### src/rtl/bitops_alu_pkg.sv
package bitops_alu_pkg;
  localparam int unsigned DATA_W = 8;
  localparam int unsigned CODE_W = 4;

  localparam logic [CODE_W-1:0] OPC_SHIFT = 4'd1;
  localparam logic [CODE_W-1:0] OPC_INV   = 4'd2;
  localparam logic [CODE_W-1:0] OPC_SUM   = 4'd6;
  localparam logic [CODE_W-1:0] OPC_XOR   = 4'd7;
  localparam logic [CODE_W-1:0] OPC_OR    = 4'd8;
  localparam logic [CODE_W-1:0] OPC_AND   = 4'd9;
endpackage

### src/rtl/ripple_add.sv
module ripple_add #(
  parameter int unsigned W = 8
) (
  input  logic [W-1:0] x_i,
  input  logic [W-1:0] y_i,
  output logic [W-1:0] sum_o
);
  logic [W:0] carry;
  assign carry[0] = 1'b0;

  for (genvar k = 0; k < W; k++) begin : g_col
    logic half;
    assign half         = x_i[k] ^ y_i[k];
    assign sum_o[k]     = half ^ carry[k];
    assign carry[k+1]   = (half & carry[k]) | (x_i[k] & y_i[k]);
  end

  // gate-level chain agrees with arithmetic sum modulo 2^W
  always_comb begin
    assert_sum_modulo_R3: assert (sum_o == W'(x_i + y_i))
      else $error("ripple sum mismatch");
  end
endmodule

### src/rtl/signed_shift.sv
module signed_shift #(
  parameter int unsigned W = 8
) (
  input  logic [W-1:0] val_i,
  input  logic [W-1:0] dist_i,
  output logic [W-1:0] res_o
);
  localparam int unsigned IW = (W > 1) ? $clog2(W) : 1;
  localparam logic [W:0]  LIMIT = (W+1)'(W);

  logic          leftward;
  logic [W-1:0]  mag;
  logic          in_range;
  logic [IW-1:0] steps;

  always_comb begin
    leftward = dist_i[W-1];
    mag      = leftward ? (~dist_i + 1'b1) : dist_i;
    in_range = ({1'b0, mag} < LIMIT);
    steps    = mag[IW-1:0];
    if (!in_range)     res_o = '0;
    else if (leftward) res_o = val_i << steps;
    else               res_o = val_i >> steps;
  end

  always_comb begin
    // zero distance is a pass-through
    assert_zero_dist_pass_R6: assert (!(dist_i == '0) || res_o == val_i)
      else $error("zero distance altered value");
    // distance W-1 leaves only the old top bit at position 0
    assert_sign_isolate_R7: assert (!(dist_i == W'(W-1)) ||
                                    res_o == {{(W-1){1'b0}}, val_i[W-1]})
      else $error("sign isolation failed");
    // a rightward move puts a zero in the top position
    assert_right_fill_R4: assert (!(!dist_i[W-1] && dist_i != '0) || !res_o[W-1])
      else $error("right shift fill not zero");
    // a leftward move puts a zero in the bottom position
    assert_left_fill_R5: assert (!dist_i[W-1] || !res_o[0])
      else $error("left shift fill not zero");
  end
endmodule

### src/rtl/bitops_alu.sv
module bitops_alu
  import bitops_alu_pkg::*;
(
  input  logic [CODE_W-1:0] op_i,
  input  logic [DATA_W-1:0] a_i,
  input  logic [DATA_W-1:0] b_i,
  output logic [DATA_W-1:0] res_o,
  output logic              zero_o
);
  logic [DATA_W-1:0] sum_w;
  logic [DATA_W-1:0] shift_w;

  ripple_add #(.W(DATA_W)) adder_i (
    .x_i   (a_i),
    .y_i   (b_i),
    .sum_o (sum_w)
  );

  signed_shift #(.W(DATA_W)) shifter_i (
    .val_i  (a_i),
    .dist_i (b_i),
    .res_o  (shift_w)
  );

  always_comb begin
    case (op_i)
      OPC_AND:   res_o = a_i & b_i;
      OPC_OR:    res_o = a_i | b_i;
      OPC_XOR:   res_o = a_i ^ b_i;
      OPC_INV:   res_o = ~a_i;
      OPC_SUM:   res_o = sum_w;
      OPC_SHIFT: res_o = shift_w;
      default:   res_o = '0;
    endcase
  end

  assign zero_o = ~|res_o;

  logic is_alu_code;
  assign is_alu_code = (op_i == OPC_AND) || (op_i == OPC_OR) || (op_i == OPC_XOR) ||
                       (op_i == OPC_INV) || (op_i == OPC_SUM) || (op_i == OPC_SHIFT);

  always_comb begin
    // control codes yield nothing
    assert_ctrl_code_zero_R8: assert (is_alu_code || (res_o == '0 && zero_o))
      else $error("control code produced data");
    // inversion complements every bit of a
    assert_inv_complete_R2: assert (op_i != OPC_INV || (res_o ^ a_i) == '1)
      else $error("inversion incomplete");
    // AND never sets a bit absent from b
    assert_and_masked_R1: assert (op_i != OPC_AND || (res_o & ~b_i) == '0)
      else $error("AND leaked bits");
  end
endmodule

### config.mk
export PLATFORM = sky130hd
export DESIGN_NAME = bitops_alu
export DESIGN_NICKNAME = d
export VERILOG_FILES = /design/src/rtl/bitops_alu_pkg.sv /design/src/rtl/ripple_add.sv /design/src/rtl/signed_shift.sv /design/src/rtl/bitops_alu.sv
export SDC_FILE = /design/constraint.sdc
export NUM_CORES = 1
export LEC_CHECK = 0
export BUFFER_PORTS_ARGS = -buffer_cell sky130_fd_sc_hd__buf_2
export CORE_MARGIN = 1
export CORE_UTILIZATION = 30
export DETAILED_ROUTE_END_ITERATION = 8
export PLACE_DENSITY = 0.51
export SLEW_MARGIN = 20
export SYNTH_ARGS = -nofsm -noshare
export SYNTH_HDL_FRONTEND = slang
export SYNTH_SLANG_ARGS = --single-unit
### constraint.sdc
create_clock -name vclk -period 25.8
set_input_delay 7.74 -clock vclk [all_inputs]
set_output_delay 7.74 -clock vclk [all_outputs]
set_load 0.03 [all_outputs]
==> results.txt, run 1 <==
----------------------------------------------------
[Outcome]
  Run status ... finished, final reports clean

[Routing]
  Detailed-routing iteration count for the pre-antenna-repair pass ... 4
  Final ANT Viol Nets ... 0
  Total number of vias ... approximately 1600
  # DRC ... 0
  Drt via density ... 5.84
  Drt total wl ... 4.85 mm
  Post-DR wirelength/cell ... between 15 and 20 um
  Number of DRC markers after the initial detailed-route iteration ... 140

[Cells and area]
  Count of nets after finishing ... 258
  Number of sequential cells in the layout ... 0
  Leading cell types in the layout, fill and taps excluded ... buf_2, inv_1, o21ai_0
  Fraction of final layout cells with drive strength greater than 1 ... between 10% and 20%
  Post-Layout Cell Count ... ~280
  Leading cell type in the layout, fill and taps excluded ... buf_2
  Layout clock buffer count ... 0
  Storage element area ... 0 um^2
  Final-layout fill cell count ... around 540
  Layout overhead on the synthesized area ... 9.04%
  Count of antenna diodes in the layout ... 0

[Hold path]
  Class of the most critical hold timing path ... input pin to primary output

[Placed design]
  Final GP Congestion ... roughly 0.84
  Quantity of I/O buffers inserted on ports ... 29
  HPWL after detailed placement ... ~3.8 mm
  Setup slack at placement ... 6.06 ns
  Cell count after placement ... 279

[Power]
  Seq pwr share ... 0%
  P per Cell Area ... ~19 nW/um^2
  Sw Share ... between 60% and 70%
  Part of the power in the clock network ... 0%
  Leakage component of the power ... between 0.7 and 0.8 nW
  Int Power ... 0.0124 mW
  Combinational Power Share ... between 90% and 100%
  Worst IR Drop VDD ... between 0.00001 and 0.000015 V
  Power spent charging and discharging nets ... a little under 0.02 mW
  Tot Pwr ... 0.0321 mW

[Synth]
  Post-synthesis sequential area ratio ... 0%
  Summed instance area of the synthesized netlist ... roughly 1500 um^2
  Syn Area/Cell ... between 7 and 8 um^2
  Synth warn ... 0
  Post-synth cell types ... 56
  Number of nets produced by synthesis ... between 200 and 250
  Cell count after synthesis ... 194
  Portion of synthesized cell area occupied by the leading cell type ... roughly 15%
  Synth area leader ... ha_1
  Dominant cells by area after synthesis ... ha_1, fa_1, mux2i_1, o21ai_0, mux4_2

[Global routing]
  Overall global routing resource usage ... approximately a fifth
  Antenna violations before repair ... 0
  Vias in the first global route ... ~1500
  GRT Residual Overflow ... 0
  Pin count of the biggest net entering global routing ... 24
  Wire length of the first global-routing pass ... 8.22 mm

[Worst setup path]
  Setup crit start kind ... input pin
  WP data required ... between 15 and 20 ns
  Worst Setup Path Type ... input pin to primary output
  Peak fanout along the critical path ... 14
  Arrival time of data at the critical path endpoint ... around 12 ns
  Type of destination of the critical path ... primary output

[Die]
  Core region area ... between 4000 and 5000 um^2
  Die Footprint ... roughly 5400 um^2
  Die Ht ... about 74 um
  I/O Pins ... 29
  Initial core utilization ... around a third
  Placement row count ... 25
  Die Span X ... approximately 74 um

[Timing]
  Minimum clock period after layout ... 19.75 ns
  Post-route setup TNS ... 0 ns
  Transition at the pin with the smallest max-transition slack ... 0.725 ns
  Final setup margin ... about 6 ns
  Fmax ... slightly above 50 MHz
  Final slew viol count ... 0
  Setup violation total in the final timing report ... 0
  Number of endpoints with negative hold slack in the final report ... 0
  Ratio of final minimum period to clock period ... between 70% and 80%
  Relative slew slack ... 51.5%
  Setup repair after global routing missed its margin ... no

[Job]
  Max Cap Violations ... 0

[CTS]
  # Post-CTS Setup Buffers ... 0
  Hold-fix buffer count after cts ... 0
  CTS-repair resized insts ... 0

----------------------------------------------------
-- per-stage QoR --
stage	utilization, %	hold slack, ns	instance area, um^2
final	34.8	16.16	1680
after global routing	34.8	16.20	1680
after CTS	34.8	16.14	1680
after detailed placement	34.8	16.15	1680
after global placement	34.8	16.14	1680
after floorplan	-	15.88	1540
-- critical path, cell delays in order --
cell and delay [ns]:
buf_2 0.26, ha_1 0.23, inv_1 0.05, fa_1 0.37, fa_1 0.37, inv_1 0.07
fa_1 0.16, inv_1 0.05, fa_1 0.39, fa_1 0.37, inv_1 0.07, fa_1 0.40
a21oi_1 0.14, o21ai_0 0.09, a221o_1 0.40, or4_1 0.53, nor2_1 0.10, buf_2 0.20
-- metal layers --
layer  part of all wire, %  global-route usage (%)  up-vias  routed length (um)
li1                      -                       -      771                   -
met1                    50                    31.5      782                2440
met3                   6.3                    1.23        8                 304
met2                    41                    27.6       69                1990
met4                   2.4                    4.27        0                 115
met5                     0                       0        -                   0
-- cells in the mapped netlist (all sizes together) (6+ instances only) --
cell type / n
mux4: 6
o21ai: 21
nor2: 15
a21oi: 6
ha: 18
buf: 7
nand2: 12
o211ai: 6
fa: 6
mux2i: 12
inv: 21
-- layout make-up --
class / count / area [um^2] / area share [%]
Multi-Input combinational cell: 161 / 1360 / 81.2
Timing Repair Buffer: 30 / 153 / 9.11
Tap cell: 67 / 83.8 / 5.00
Inverter: 21 / 78.8 / 4.70
-- path summary, 6_finish.rpt --
kind,cells past startpoint,from,to
max,18,b_i[0],zero_o
min,4,op_i[2],res_o[7]
-- logic make-up after synthesis --
logic type / count (synthesis) / share of synthesized area, %
AO/OA/AOI/OAI: 62 / 27.6
AND/OR/NAND/NOR: 53 / 18.5
buffers and inverters: 33 / 11.5
adder cells (fa/ha/maj): 24 / 22.5
multiplexers: 20 / 18.8
XOR/XNOR: 2 / 1.14
-- power by group through the flow --
| stage | clock network [mW] | logic (mW) | registers, mW |
|---|---|---|---|
| 6_report | 0 | 0.0321 | 0 |
| 5_1_grt | 0 | 0.0357 | 0 |
| 4_1_cts | 0 | 0.0318 | 0 |
| 3_5_place_dp | 0 | 0.0316 | 0 |
| 3_3_place_gp | 0 | 0.0321 | 0 |
| 2_1_floorplan | 0 | 0.0230 | 0 |
(Power assumes the default switching activity.)
==> run 2, diff against run 1 <==
Settings changed: PLACE_DENSITY 0.51 to 0.53.
Clock period 25.8 ns to 17.9 ns, I/O delays scaled along.
==> run 2 against run 1 <==
  * Global-route usage is 1.5 points lower
  * Core utilization stayed put
  * Cell count stayed put
  * First-iteration DRC count is 10% lower
  * Sequential cell count stayed put
  * Critical path depth stayed put
  * Via count is 1.5% lower
  * Sequential share of layout area stayed put
  * Clock-buffer cell count stayed put
  * Critical path type unchanged
  * Highest routed layer unchanged
==> results.txt, run 2 (synthesis gave the netlist of run 1 again) <==
----------------------------------------------------
[Hold path]
  Class of the most critical hold timing path ... input pin to primary output

[Cells and area]
  Leading cell type in the layout, fill and taps excluded ... buf_2
  Leading cell types in the layout, fill and taps excluded ... buf_2, inv_1, o21ai_0
  Count of nets after finishing ... between 200 and 300
  Count of antenna diodes in the layout ... 0
  Final Util ... around a third
  Storage element area ... 0 um^2
  Fraction of final layout cells with drive strength greater than 1 ... 19.3%
  Number of sequential cells in the layout ... 0
  Layout clock buffer count ... 0
  Layout overhead on the synthesized area ... 9.04%

[Worst setup path]
  Cells along the critical path ... buf_2, ha_1, inv_1, fa_1, fa_1, inv_1, fa_1, inv_1, fa_1, fa_1, inv_1, fa_1, a21oi_1, o21ai_0, a221o_1, or4_1, nor2_1, buf_2
  Cell occurring most often along the worst timing path ... fa_1
  Gate family responsible for the most delay along the worst path ... adder cells
  Worst Setup Path Type ... input pin to primary output
  Setup crit start kind ... input pin
  Critical-path top delay cell ... or4_1
  Arrival time of data at the critical path endpoint ... 9.65 ns
  Crit path buffers/inverters ... 6
  Peak fanout along the critical path ... 14
  Type of destination of the critical path ... primary output
  Largest incremental delay on the critical path ... about 0.52 ns
  WP data required ... approximately 13 ns

[Timing]
  Setup repair after global routing missed its margin ... no
  Relative slew slack ... 47.8%
  Fmax ... between 60 and 70 MHz
  Setup violation total in the final timing report ... 0
  Transition at the pin with the smallest max-transition slack ... between 0.7 and 0.8 ns
  Worst hold margin ... roughly 11 ns
  Minimum clock period after layout ... between 15 and 20 ns
  Ratio of final minimum period to clock period ... between 80% and 90%
  Final slew viol count ... 0
  Number of endpoints with negative hold slack in the final report ... 0
  Post-route setup TNS ... 0 ns

[Global routing]
  Wire length of the first global-routing pass ... 7.54 mm
  Overall global routing resource usage ... 18.0%
  Vias in the first global route ... 1385
  Pin count of the biggest net entering global routing ... 24
  Antenna violations before repair ... 0
  GRT Residual Overflow ... 0

[Placed design]
  HPWL after detailed placement ... between 3 and 4 mm
  Quantity of I/O buffers inserted on ports ... 29
  Final GP Congestion ... 0.951

[CTS]
  Hold-fix buffer count after cts ... 0
  CTS-repair resized insts ... 0
  # Post-CTS Setup Buffers ... 0

[Die]
  I/O Pins ... 29
  Die Footprint ... 5410 um^2
  Die Ht ... between 70 and 80 um
  Placement row count ... 25
  Initial core utilization ... 31.9%
  Die Span X ... approximately 74 um
  Core region area ... 4820 um^2

[Routing]
  Total number of vias ... between 1500 and 2000
  Number of DRC markers after the initial detailed-route iteration ... around 130
  Drt via density ... 5.76
  Drt total wl ... 4.85 mm
  Final ANT Viol Nets ... 0
  Detailed-routing iteration count for the pre-antenna-repair pass ... 4
  Post-DR wirelength/cell ... between 15 and 20 um
  # DRC ... 0

[Power]
  Tot Pwr ... approximately 0.046 mW
  P per Cell Area ... approximately 28 nW/um^2
  Leakage component of the power ... between 0.7 and 0.8 nW
  Worst IR Drop VDD ... between 0.00001 and 0.000015 V

[Job]
  Max Cap Violations ... 0

[Outcome]
  Run status ... finished, final reports clean

----------------------------------------------------
run 2: cell type report:
cell class,count,area (um^2)
inverter,21,78.8
tap,67,83.8
timing repair buffer,30,153
multi-input combinational,161,1360
fill,530,3140
run 2: final timing paths:
kind,depth (start not counted),start,end
worst max-delay path,18,b_i[0],zero_o
worst min-delay path,4,op_i[2],res_o[7]
run 2: worst min-delay path, cell delays in order:
cell and delay, ns:
buf_2 0.23, a31oi_1 0.18, o21ai_1 0.09, buf_2 0.18
run 2: report_power, final:
part           total, mW  leakage (nW)  switching [mW]  internal (mW)
clock network          0             0               0              0
logic             0.0462         0.746          0.0284         0.0178
registers              0             0               0              0
run 2: per-stage QoR:
step | std cells | setup slack [ns] | area (um^2)
floorplan | 194 | 3.17 | 1540
finish | 279 | 2.88 | 1680
global route | 279 | 2.68 | 1680
global placement | 279 | 3.00 | 1680
detailed placement | 279 | 2.94 | 1680
CTS | 279 | 2.92 | 1680
run 2: routing by layer:
layer,vias up,share of wire (%),wire [um],track usage (%)
li1,775,-,-,-
met2,62,45,2200,27.4
met4,0,0.78,38,2.99
met5,-,0,0,0
met3,2,6.6,320,0.823
met1,767,47,2290,28.0
==> run 3, diff against run 2 <==
Settings changed: ABC_AREA set to 1, PLACE_DENSITY 0.53 to 0.52.
Clock period 17.9 ns to 15.2 ns, I/O delays scaled along.
==> run 3 against run 2 <==
  * Worst hold slack got worse by 1.7 ns
  * Non-clock buffer count is 1 lower
  * Sequential share of layout area unchanged
  * Clock-buffer cell count unchanged
  * Combinational power rose by 14%
  * Critical path depth grew 2
  * Die area down 1.7%
  * Global-route usage rose by 0.58 points
  * Synthesized area shrank 1.7%
  * Highest routed layer unchanged
==> results.txt, run 3 <==
----------------------------------------------------
[Synth]
  Dominant cells by area after synthesis ... nand2_1, ha_1, nand3_1, inv_1, fa_1
  Syn Area/Cell ... between 5 and 6 um^2
  Post-synth cell types ... 25
  Cell count after synthesis ... 281
  Synth warn ... 0
  Most repeated cell in the gate-level netlist after synthesis ... nand2_1
  Synth area leader ... nand2_1
  Post-synthesis sequential area ratio ... 0%
  Number of nets produced by synthesis ... 325
  Portion of synthesized cell area occupied by the leading cell type ... 28.1%
  Cell types with the highest counts after synthesis ... nand2_1, inv_1, nand3_1
  Summed instance area of the synthesized netlist ... around 1500 um^2

[Die]
  Die Footprint ... 5320 um^2
  Core region area ... ~4800 um^2
  Die Span X ... between 70 and 80 um
  I/O Pins ... 29
  Placement row count ... 25
  Die Ht ... between 70 and 80 um
  Initial core utilization ... a little under a third

[Power]
  Part of the power in the clock network ... 0%
  Power spent charging and discharging nets ... around 0.036 mW
  Combinational Power Share ... 100.0%
  Seq pwr share ... 0%
  Leakage component of the power ... roughly 1 nW
  Int Power ... roughly 0.017 mW
  Worst IR Drop VDD ... between 0.000009 and 0.00001 V
  P per Cell Area ... just over 30 nW/um^2
  Sw Share ... 68.4%

[Cells and area]
  Fraction of final layout cells with drive strength greater than 1 ... 16.0%
  Final-layout fill cell count ... 540
  Layout clock buffer count ... 0
  Leading cell types in the layout, fill and taps excluded ... nand2_1, inv_1, nand3_1
  Storage element area ... 0 um^2
  Final Util ... 35.5%
  Leading cell type in the layout, fill and taps excluded ... nand2_1
  Count of antenna diodes in the layout ... 0
  Layout overhead on the synthesized area ... 12.6%
  Area used by multi-input combinational logic ... 1330 um^2
  Count of nets after finishing ... around 350
  Number of sequential cells in the layout ... 0

[Outcome]
  Run status ... finished, final reports clean

[Routing]
  Drt via density ... approximately 4.8
  Total number of vias ... between 1500 and 2000
  Drt total wl ... approximately 4.6 mm
  # DRC ... 0
  Met3 WL post-DR ... 117 um
  Sum of met2 wire segment lengths after detailed routing ... around 2.3 mm
  Final ANT Viol Nets ... 0
  Post-DR wirelength/cell ... about 12 um
  Top routing layer used ... met4
  Number of DRC markers after the initial detailed-route iteration ... roughly 120
  Detailed-routing iteration count for the pre-antenna-repair pass ... 4
  Metal1 wirelength ... around 2.2 mm

[CTS]
  Hold-fix buffer count after cts ... 0
  # Post-CTS Setup Buffers ... 0
  CTS-repair resized insts ... 0

[Worst setup path]
  Cells along the critical path ... buf_2, ha_1, inv_1, fa_1, fa_1, inv_1, fa_1, inv_1, fa_1, fa_1, inv_1, fa_1, nand2_1, o211ai_1, nor2_1, nand2_1, nor2_1, nand2_1, nor2_1, buf_2
  Peak fanout along the critical path ... 12
  Arrival time of data at the critical path endpoint ... ~8 ns
  WP data required ... roughly 11 ns
  Setup crit start kind ... input pin
  Type of destination of the critical path ... primary output
  Critical-path top delay cell ... fa_1
  Cell occurring most often along the worst timing path ... fa_1
  Gate family responsible for the most delay along the worst path ... adder cells
  Worst Setup Path Type ... input pin to primary output
  Crit path buffers/inverters ... 6
  Largest incremental delay on the critical path ... around 0.4 ns
  Worst setup startpoint ... b_i[0]

[Timing]
  Final setup margin ... around 2.6 ns
  Worst hold margin ... around 9.7 ns
  Fmax ... ~79 MHz
  Transition at the pin with the smallest max-transition slack ... between 0.4 and 0.5 ns
  Final slew viol count ... 0
  Setup repair after global routing missed its margin ... no
  Number of endpoints with negative hold slack in the final report ... 0
  Ratio of final minimum period to clock period ... 82.8%
  Setup violation total in the final timing report ... 0
  Minimum clock period after layout ... approximately 13 ns
  Relative slew slack ... a little over two thirds
  Post-route setup TNS ... 0 ns

[Placed design]
  HPWL after detailed placement ... between 3 and 4 mm
  Final GP Congestion ... slightly above 0.8
  Setup slack at placement ... around 2.6 ns
  Quantity of I/O buffers inserted on ports ... 29

[Hold path]
  Startpoint of the most critical hold path ... a_i[2]
  Class of the most critical hold timing path ... input pin to primary output

[Global routing]
  GRT Residual Overflow ... 0
  Antenna violations before repair ... 0
  Pin count of the biggest net entering global routing ... 16
  Overall global routing resource usage ... 18.5%
  Wire length of the first global-routing pass ... 7.80 mm
  Vias in the first global route ... ~1700

[Job]
  Max Cap Violations ... 0

----------------------------------------------------
## run 3: power groups by stage
| stage | Sequential, mW | Combinational, mW | Clock, mW |
|---|---|---|---|
| CTS | 0 | 0.0527 | 0 |
| detailed placement | 0 | 0.0525 | 0 |
| global placement | 0 | 0.0526 | 0 |
| global route | 0 | 0.0602 | 0 |
| floorplan | 0 | 0.0382 | 0 |
| finish | 0 | 0.0525 | 0 |
## run 3: per-stage QoR
step / total power, mW / instance area (um^2) / instances
CTS: 0.0527 / 1700 / 373
global placement: 0.0526 / 1700 / 373
floorplan: 0.0382 / 1510 / 281
finish: 0.0525 / 1700 / 373
detailed placement: 0.0525 / 1700 / 373
global route: 0.0602 / 1700 / 373
## run 3: area by class of cell
class	instances	share of cell area, %
multi-input cells	238	77.9
inverters	39	8.61
repair buffers	29	8.54
well taps	67	4.93
## run 3: cell families after synthesis
family / share of synthesized area (%)
buffers and inverters: 12.3
XOR/XNOR: 0.580
AND/OR/NAND/NOR: 56.2
adder cells (fa/ha/maj): 22.9
AO/OA/AOI/OAI: 8.12
## run 3: final timing paths
| check | end | slack, ns | cells past startpoint |
|---|---|---|---|
| max | zero_o | 2.62 | 20 |
| min | res_o[2] | 9.69 | 5 |
## run 3: routing by layer
metal	up-vias	GRT usage, %
met5	-	0
met4	0	0.654
met3	2	0.414
met2	33	35.4
met1	805	24.3
li1	937	-
